**src/rtl/evt_pkg.sv**
```systemverilog
package evt_pkg;
    localparam int CNT_W    = 64;
    localparam int HALF_W   = 32;
    localparam int LINE_CNT = 32;
    localparam int RT_W     = $clog2(LINE_CNT);

    // configuration bit positions
    localparam int B_EN   = 2;
    localparam int B_PER  = 3;
    localparam int B_SETV = 6;
    localparam int B_M32  = 8;
    localparam int RT_LO  = 9;

    localparam logic [HALF_W-1:0] CFG_WMASK = 32'h0000_3F4C;
    localparam logic [CNT_W-1:0]  CFG_RST   = 64'h0000_0004_0000_0030;

    typedef struct packed {
        logic [CNT_W-1:0]    cfg;
        logic [CNT_W-1:0]    cmp;
        logic [CNT_W-1:0]    per;
        logic [HALF_W-1:0]   prev_lo;
        logic                armed;
        logic [LINE_CNT-1:0] irq;
    } chan_state_t;
endpackage

```
**src/rtl/evt_match.sv**
```systemverilog
module evt_match #(
    parameter int W = 64,
    parameter int H = 32
) (
    input  logic [W-1:0] count_i,
    input  logic [W-1:0] cmp_i,
    input  logic [W-1:0] per_i,
    input  logic         narrow_i,
    output logic         behind_o,
    output logic [W-1:0] next_o
);
    logic [W-1:0] diff_w;
    logic [H-1:0] diff_h;
    logic [H-1:0] sum_h;

    always_comb begin
        diff_w = cmp_i - count_i;
        diff_h = cmp_i[H-1:0] - count_i[H-1:0];
        sum_h  = cmp_i[H-1:0] + per_i[H-1:0];
        if (narrow_i) begin
            behind_o = diff_h[H-1] || (diff_h == '0);
            next_o   = {{(W-H){1'b0}}, sum_h};
        end else begin
            behind_o = diff_w[W-1] || (diff_w == '0);
            next_o   = cmp_i + per_i;
        end
    end
endmodule

```
**src/rtl/evt_route.sv**
```systemverilog
module evt_route #(
    parameter int LINES    = 32,
    parameter int RW       = 5,
    parameter int CHAN_IDX = 0
) (
    input  logic             legacy_i,
    input  logic [RW-1:0]    route_i,
    output logic [LINES-1:0] vec_o
);
    localparam bit          HAS_LEG  = (CHAN_IDX < 2);
    localparam logic [RW-1:0] LEG_LINE = (CHAN_IDX == 0) ? RW'(0) : RW'(8);

    logic [RW-1:0] idx;
    assign idx = (HAS_LEG && legacy_i) ? LEG_LINE : route_i;

    for (genvar i = 0; i < LINES; i++) begin : g_dec
        assign vec_o[i] = (idx == RW'(i));
    end
endmodule

```
**src/rtl/evt_cmp_channel.sv**
```systemverilog
module evt_cmp_channel
    import evt_pkg::*;
#(
    parameter int CHAN_IDX = 0
) (
    input  logic                clk,
    input  logic                rst_n,
    input  logic [CNT_W-1:0]    count_i,
    input  logic                glb_en_i,
    input  logic                legacy_en_i,
    input  logic                cfg_wr_i,
    input  logic                cmp_wr_lo_i,
    input  logic                cmp_wr_hi_i,
    input  logic [HALF_W-1:0]   wdata_i,
    output logic [CNT_W-1:0]    cfg_o,
    output logic [CNT_W-1:0]    cmp_o,
    output logic [CNT_W-1:0]    period_o,
    output logic [LINE_CNT-1:0] irq_o
);
    chan_state_t s_d, s_q;

    logic                narrow, periodic, setv;
    logic                behind;
    logic [CNT_W-1:0]    next_cmp;
    logic [LINE_CNT-1:0] line_vec;
    logic                rollover, fire;
    logic [HALF_W-1:0]   per_lo_val, per_hi_val;

    assign narrow   = s_q.cfg[B_M32];
    assign periodic = s_q.cfg[B_PER];
    assign setv     = s_q.cfg[B_SETV];

    evt_match #(.W(CNT_W), .H(HALF_W)) u_match (
        .count_i  (count_i),
        .cmp_i    (s_q.cmp),
        .per_i    (s_q.per),
        .narrow_i (narrow),
        .behind_o (behind),
        .next_o   (next_cmp)
    );

    evt_route #(.LINES(LINE_CNT), .RW(RT_W), .CHAN_IDX(CHAN_IDX)) u_route (
        .legacy_i (legacy_en_i),
        .route_i  (s_q.cfg[RT_LO +: RT_W]),
        .vec_o    (line_vec)
    );

    always_comb begin
        s_d = s_q;

        rollover = narrow && !periodic && (count_i[HALF_W-1:0] < s_q.prev_lo);
        fire     = (s_q.armed && behind) || rollover;

        per_lo_val = narrow ? {1'b0, wdata_i[HALF_W-2:0]} : wdata_i;
        per_hi_val = narrow ? '0 : {1'b0, wdata_i[HALF_W-2:0]};

        s_d.prev_lo = count_i[HALF_W-1:0];
        s_d.armed   = !behind;
        s_d.irq     = (fire && glb_en_i && s_q.cfg[B_EN]) ? line_vec : '0;

        if (behind && periodic && (s_q.per != '0)) begin
            s_d.cmp = next_cmp;
        end

        if (cfg_wr_i) begin
            s_d.cfg[HALF_W-1:0] = (wdata_i & CFG_WMASK) | (s_q.cfg[HALF_W-1:0] & ~CFG_WMASK);
            if (wdata_i[B_M32]) begin
                s_d.cmp[CNT_W-1:HALF_W] = '0;
                s_d.per[CNT_W-1:HALF_W] = '0;
            end
        end

        if (cmp_wr_lo_i) begin
            if (!periodic || setv) begin
                s_d.cmp[HALF_W-1:0] = wdata_i;
            end
            if (periodic) begin
                s_d.per[HALF_W-1:0] = per_lo_val;
            end
            s_d.cfg[B_SETV] = 1'b0;
            s_d.armed       = 1'b1;
        end

        if (cmp_wr_hi_i) begin
            if (!periodic || setv) begin
                s_d.cmp[CNT_W-1:HALF_W] = narrow ? '0 : wdata_i;
            end else begin
                s_d.per[CNT_W-1:HALF_W] = per_hi_val;
            end
            s_d.cfg[B_SETV] = 1'b0;
            s_d.armed       = 1'b1;
        end
    end

    always_ff @(posedge clk) begin
        if (!rst_n) begin
            s_q.cfg     <= CFG_RST;
            s_q.cmp     <= '1;
            s_q.per     <= '0;
            s_q.prev_lo <= '0;
            s_q.armed   <= 1'b0;
            s_q.irq     <= '0;
        end else begin
            s_q <= s_d;
        end
    end

    assign cfg_o    = s_q.cfg;
    assign cmp_o    = s_q.cmp;
    assign period_o = s_q.per;
    assign irq_o    = s_q.irq;
endmodule

```
**config.mk**
```make
export PLATFORM = sky130hd
export DESIGN_NAME = evt_cmp_channel
export DESIGN_NICKNAME = d
export VERILOG_FILES = /design/src/rtl/evt_pkg.sv /design/src/rtl/evt_match.sv /design/src/rtl/evt_route.sv /design/src/rtl/evt_cmp_channel.sv
export SDC_FILE = /design/constraint.sdc
export NUM_CORES = 1
export LEC_CHECK = 0
export BUFFER_PORTS_ARGS = -buffer_cell sky130_fd_sc_hd__buf_2
export CORE_MARGIN = 8
export CORE_UTILIZATION = 30
export CTS_CLUSTER_DIAMETER = 50
export DETAILED_ROUTE_END_ITERATION = 7
export GPL_ROUTABILITY_DRIVEN = 0
export REMOVE_ABC_BUFFERS = 1
export SLEW_MARGIN = 25
export SYNTH_ARGS = -nofsm -noshare
export SYNTH_HDL_FRONTEND = slang
export SYNTH_SLANG_ARGS = --single-unit
export TNS_END_PERCENT = 1
```
**constraint.sdc**
```tcl
create_clock -name clk -period 4.6 [get_ports clk]
set_clock_uncertainty 0.15 [all_clocks]
set_input_delay 0 -clock clk [delete_from_list [all_inputs] [get_ports clk]]
set_output_delay 0 -clock clk [all_outputs]
set_load 0.05 [all_outputs]
```
-- Yosys cells after proc, flatten, opt, wreduce, memory -nomap -nowiden
Index checks and enable logic that the tools add are counted.
- add/sub/neg operators: 4
- $lt $le $gt $ge: 1
- equality and inequality tests: 31
- multiplexer cells: 19
- bitwise gates (word level): 2
- reduce and logical (&&, ||, !) cells: 20
- operators by type and width (kind ; number):
    32-bit 2-to-1 mux ; 12
    64-bit 2-to-1 mux ; 2
    5-bit equality test, second input constant ; 16
    64-bit adder ; 1
    64-bit zero test ; 1
    64-bit nonzero test ; 1
    64-bit subtractor ; 1
    5-bit by 4-bit equality test with 1-bit output, second input constant ; 8
    32-bit adder ; 1
    32-bit zero test ; 1
    32-bit less-than comparator ; 1
    14-bit by 32-bit bitwise OR with 32-bit output ; 1
    32-bit subtractor ; 1
    31-bit 2-to-1 mux ; 1
    5-bit by 3-bit equality test with 1-bit output, second input constant ; 4
    5-bit by 2-bit equality test with 1-bit output, second input constant ; 2
    1-bit logical AND ; 7
    5-bit by 1-bit equality test with 1-bit output, second input constant ; 1
    5-bit zero test ; 1
    5-bit 2-to-1 mux ; 1
    1-bit logical OR ; 4
    2-bit AND reduction ; 2
    1-bit 2-to-1 mux ; 3
    3-bit OR reduction ; 1
    other kinds (2) ; 3
- flip-flop bits (word level): 225
- input port bits: 103
- output and inout port bits: 224
- logic and storage cells: 85

-- Logic depth before layout (Yosys ltp)
- word-level depth: 11
- gate-level depth with buffers: 17

-- By module
A second synthesis with hierarchy kept.
- cells, all modules: 2577
- area total of the unflattened synthesis: 19100.8 µm²
- by module, submodules not included (module ; instances ; cells an instance ; area each (µm²)):
    evt_cmp_channel ; 1 ; 1296 ; 10781.6
    evt_match ; 1 ; 1233 ; 8076.5
    evt_route ; 1 ; 48 ; 242.7

-- Worst setup path after synthesis
Ideal clock, no wire load.
- path kind: flip-flop to flip-flop
- from: register s_q (netlist bit cmp_o[0])
- to: register s_q (netlist bit cmp_o[12])
- library setup time: 0.122 ns
- arrival: 3.948 ns
- required time: 4.328 ns
- setup slack: 0.380 ns
- stages on the path, launching flop included: 16
- path buffers: 1
- period minus slack after synthesis: 4.220 ns
- cells stage by stage: dfxtp_1 > inv_1 > ha_1 > fa_1 > o211ai_1 > a2111o_1 > or4_1 > nor4b_2 > o2111a_1 > nand4_1 > nor4_2 > a211oi_1 > or3b_4 > buf_6 > or4_1 > o311a_1
- cells in the longest elaborated chain, start to end: 9
- elaborated cells on any way between the ends: 15
- those cells by class: add/sub: 4; mux: 5; reduce/logical: 6
- RTL lines (item ; line ; text):
    start: declaration ; evt_cmp_channel.sv:20 ; chan_state_t s_d, s_q;
    64-bit subtractor / 32-bit subtractor (equally long branches) ; evt_match.sv:17, evt_match.sv:18 ;
    64-bit zero test / 32-bit zero test (equally long branches) ; evt_match.sv:24, evt_match.sv:21 ;
    1-bit logical OR (on tied branches) ; evt_match.sv:24, evt_match.sv:21 ;
    1-bit 2-to-1 mux ; evt_match.sv:20 ; if (narrow_i) begin
    1-bit logical AND (2 in series) ; evt_cmp_channel.sv:61 ; if (behind && periodic && (s_q.per != '0)) begin
    64-bit 2-to-1 mux * ; evt_cmp_channel.sv:61 ;
    32-bit 2-to-1 mux ; evt_cmp_channel.sv:74 ; if (!periodic || setv) begin
    32-bit 2-to-1 mux * ; evt_cmp_channel.sv:73 ; if (cmp_wr_lo_i) begin
Every way passes the cells marked *; elsewhere a longest branch is shown, timed or not.
A chain may end at the register's enable or synchronous reset.

-- Final worst setup path
- from: register s_q (netlist bit cmp_o[33])
- to: register s_q (netlist bit cmp_o[12])
- cells in the longest elaborated chain, start to end: 9
- RTL lines (item ; line ; text):
    64-bit subtractor * ; evt_match.sv:17 ; diff_w = cmp_i - count_i;
    64-bit zero test ; evt_match.sv:24 ; behind_o = diff_w[W-1] || (diff_w == '0);
    1-bit logical OR * ; evt_match.sv:24 ;
    1-bit 2-to-1 mux * ; evt_match.sv:20 ;
    1-bit logical AND * (2 in series) ; evt_cmp_channel.sv:61 ;
    64-bit 2-to-1 mux * ; evt_cmp_channel.sv:61 ;
    32-bit 2-to-1 mux ; evt_cmp_channel.sv:74 ;
    32-bit 2-to-1 mux * ; evt_cmp_channel.sv:73 ;
Marks and branches as above.

==> results.cfg <==
[outcome]
outcome = complete, no violations

[floorplan]
coreArea_um2 = 64000
start_util_pct = 30.2
dieArea_um2 = 72700
pin_count = 327
die_h_um = 270
rows = 93
dieWidth_um = 270

[clock_tree]
cts_root_buf = clkbuf_16
clock_sinks = 202
cts_tree = yes
numCtsBuffers = 30
cts_buffer_depth = 3
htreeDepth = 1
clkTransAtPathRegs_ns = 0.06
clk_latency_ns = 0.59

[grt]
grt_pass1_wl_um = 124000
grt_max_degree = 70
grt_usage_pct = 21.6
grt_pass1_vias = 19900
grt_overflow_total = 0
antenna_found_initial = 8

[drt]
drt_iter0_markers = 2023
route.detailed.drc = 0
routed_wl_um = 83500
num_vias = 20600
vias_per_cell = 5.44
drt_pre_antenna_iters = 6
antenna_left = 0
avgRoutedWirePerCell_um = 22.0

[flow_run]
cap_violations = 0

[setup_path]
crit_arrival_ns = 4.87
cpMaxStageDelayCell = or4_1
critPathCaptureType = flop
worstPathCellList = ha_2, a21oi_2, o21ai_0, a21o_1, or2_1, a311o_1, xor2_1, a2111oi_2, and4_1, nand4_1, buf_4, o31a_1, or4_1, o311a_1
path_class = reg -> reg
start_kind = flop
slowest_delay_ns = 0.54
worstPathRequired_ns = 4.92
worst-path-max-fanout = 9

[sta]
max_freq_mhz = 220
max_slew_margin_pct = 22.1
setup_violations = 0
hold_violations = 0
finalCriticalPeriod_ns = 4.54
tightest_slew_ns = 1.16
drv_slew = 0
rsz0062_at_grt = yes
fin_crit_sh_pct = 98.8
holdWs_ns = 0.0481

[logic_synthesis]
synth-edff-count = 0
synth_seq_cells = 202
ys_types = 86
synthFlopType = dfxtp_1
synth_cells = 2579
synth_top_area_share_pct = 21.0
synth_seq_area_share_pct = 21.0
postSynthAreaPerCell_um2 = 7.48
synth-warning-count = 0
yosysMostFrequentCell = nand2_1
synthesis.area_um2 = 19300
ys_async_sr_fraction_pct = 0
netlist_top_cells_count = nand2_1, buf_4, dfxtp_1
yosysTopAreaCell = dfxtp_1
synth_area_leaders = dfxtp_1, ha_1, buf_4

[pwr]
cellInternalPower_mw = 4.45
p_leak_nw = 10.5
switching_share_pct = 42.1
p_seq_share_pct = 25.6
powerDensity_nw_per_um2 = 321
vdd_drop_max_v = 0.000296
p_switching_mw = 3.23
p_clk_share_pct = 30.2
power_frac_comb_pct = 44.3

[hold_path]
hp-class = in -> reg

[final_layout]
fin_nets = 3173
fin_util_pct = 37.4
synthToLayoutAreaGrowth_pct = 24.1
drive_gt1_share_pct = 21.9
fin_area_um2 = 24000

[place]
post_dp_cell_area_um2 = 21400
dpl.hpwl_um = 66900
port-buffer-count = 271
[final cells by class]
class	instances	area [µm²]
diodes	7	17.5
clock buffers	39	836
clock inverters	16	154
fillers	6827	40000
inverters	128	480
multi-input cells	1936	13000
flip-flops and latches	202	4050
well taps	855	1070
repair buffers	613	4310
[power by group through the flow]
stage / logic, mW / clock network [mW] / registers, mW
5_1_grt: 3.64 / 2.40 / 1.97
6_report: 3.40 / 2.32 / 1.96
4_1_cts: 3.24 / 2.34 / 1.96
2_1_floorplan: 1.69 / 0 / 2.21
3_3_place_gp: 3.15 / 0 / 1.99
3_5_place_dp: 3.15 / 0 / 1.99
[layout by cell type, fill, tap and decap left out, drive strengths merged, types with 16 or more instances in the layout]
master	n
nand3	50
nor2b	65
nand2	270
nand2b	21
o21bai	18
o21ai	108
and4	16
dfxtp	202
o21a	30
a21o	73
nor2	131
a311oi	18
ha	157
xnor2	49
nor3b	49
dlygate4sd3	114
a31oi	54
o2111ai	19
and2	47
clkbuf	40
nor3	68
a21boi	54
inv	135
a21oi	182
nor4	30
conb	55
or2	22
a211oi	23
nand4	73
buf	498
o211ai	27
xor2	34
[through the flow]
stage               cells  total power, mW  TNS (ns)  setup slack (ns)
floorplan            2265             3.90   -146.26             -2.53
global placement     3607             5.14     -3.44            -0.172
detailed placement   3608             5.14     -2.28            -0.151
CTS                  3777             7.53         0           0.00797
global route         3795             8.01     -3.52            -0.124
finish               3796             7.69         0            0.0551
[state kept, by name, indices dropped and copies added, names as in the netlist]
register and flops:
cfg_o 9, cmp_o 64, irq_o 32, period_o 64, s_q 33
[cell families (layout without fill, tap and decap cells)]
kind of cell | Yosys count | count (layout) | synth area share, %
compound gates | 722 | 722 | 25.5
xor+xnor | 83 | 83 | 3.77
fa+ha+maj | 159 | 159 | 10.4
buf+inv | 495 | 796 | 14.2
flops | 202 | 202 | 21.0
mux | 16 | 16 | 0.843
other cells | 2 | 62 | 0.0389
simple gates | 900 | 901 | 24.3
[layer usage]
layer  vias up  share of wire (%)  global-route usage [%]
li1       9741                  -                       -
met1      9741                 41                    27.2
met2       953                 45                    34.8
met3       201                8.3                    4.00
met4         2                6.1                    11.6
met5         -              0.012                       0
[path summary, 6_finish.rpt]
kind | from | to | slack [ns] | depth (start not counted)
setup / recovery | cmp_o[33] | cmp_o[12] | 0.06 | 14
hold / removal | count_i[16] | s_q[49] | 0.05 | 3
setup reg to reg | cmp_o[33] | cmp_o[12] | 0.06 | 14
hold reg to reg | period_o[18] | period_o[18] | 0.38 | 2
[critical path, delay by kind of cell, from the launching register on]
family | cells | cell delay (ns)
AOI/OAI and AO/OA | 7 | 1.92
xor gates and xnor gates | 1 | 0.17
adders and majority gates | 1 | 0.42
buffers and inverters | 1 | 0.17
DFF | 1 | 0.49
and+or+nand+nor | 4 | 1.12
[repair_timing]
item	CTS	global route
buffers inserted	0	10
setup endpoints to repair	64	96
hold buffers	114	0
hold endpoints to repair	201	0
pin swaps	2	39
gates resized for setup	7	69
cloned	0	2
No activity file was read; power rests on OpenSTA's default activity.
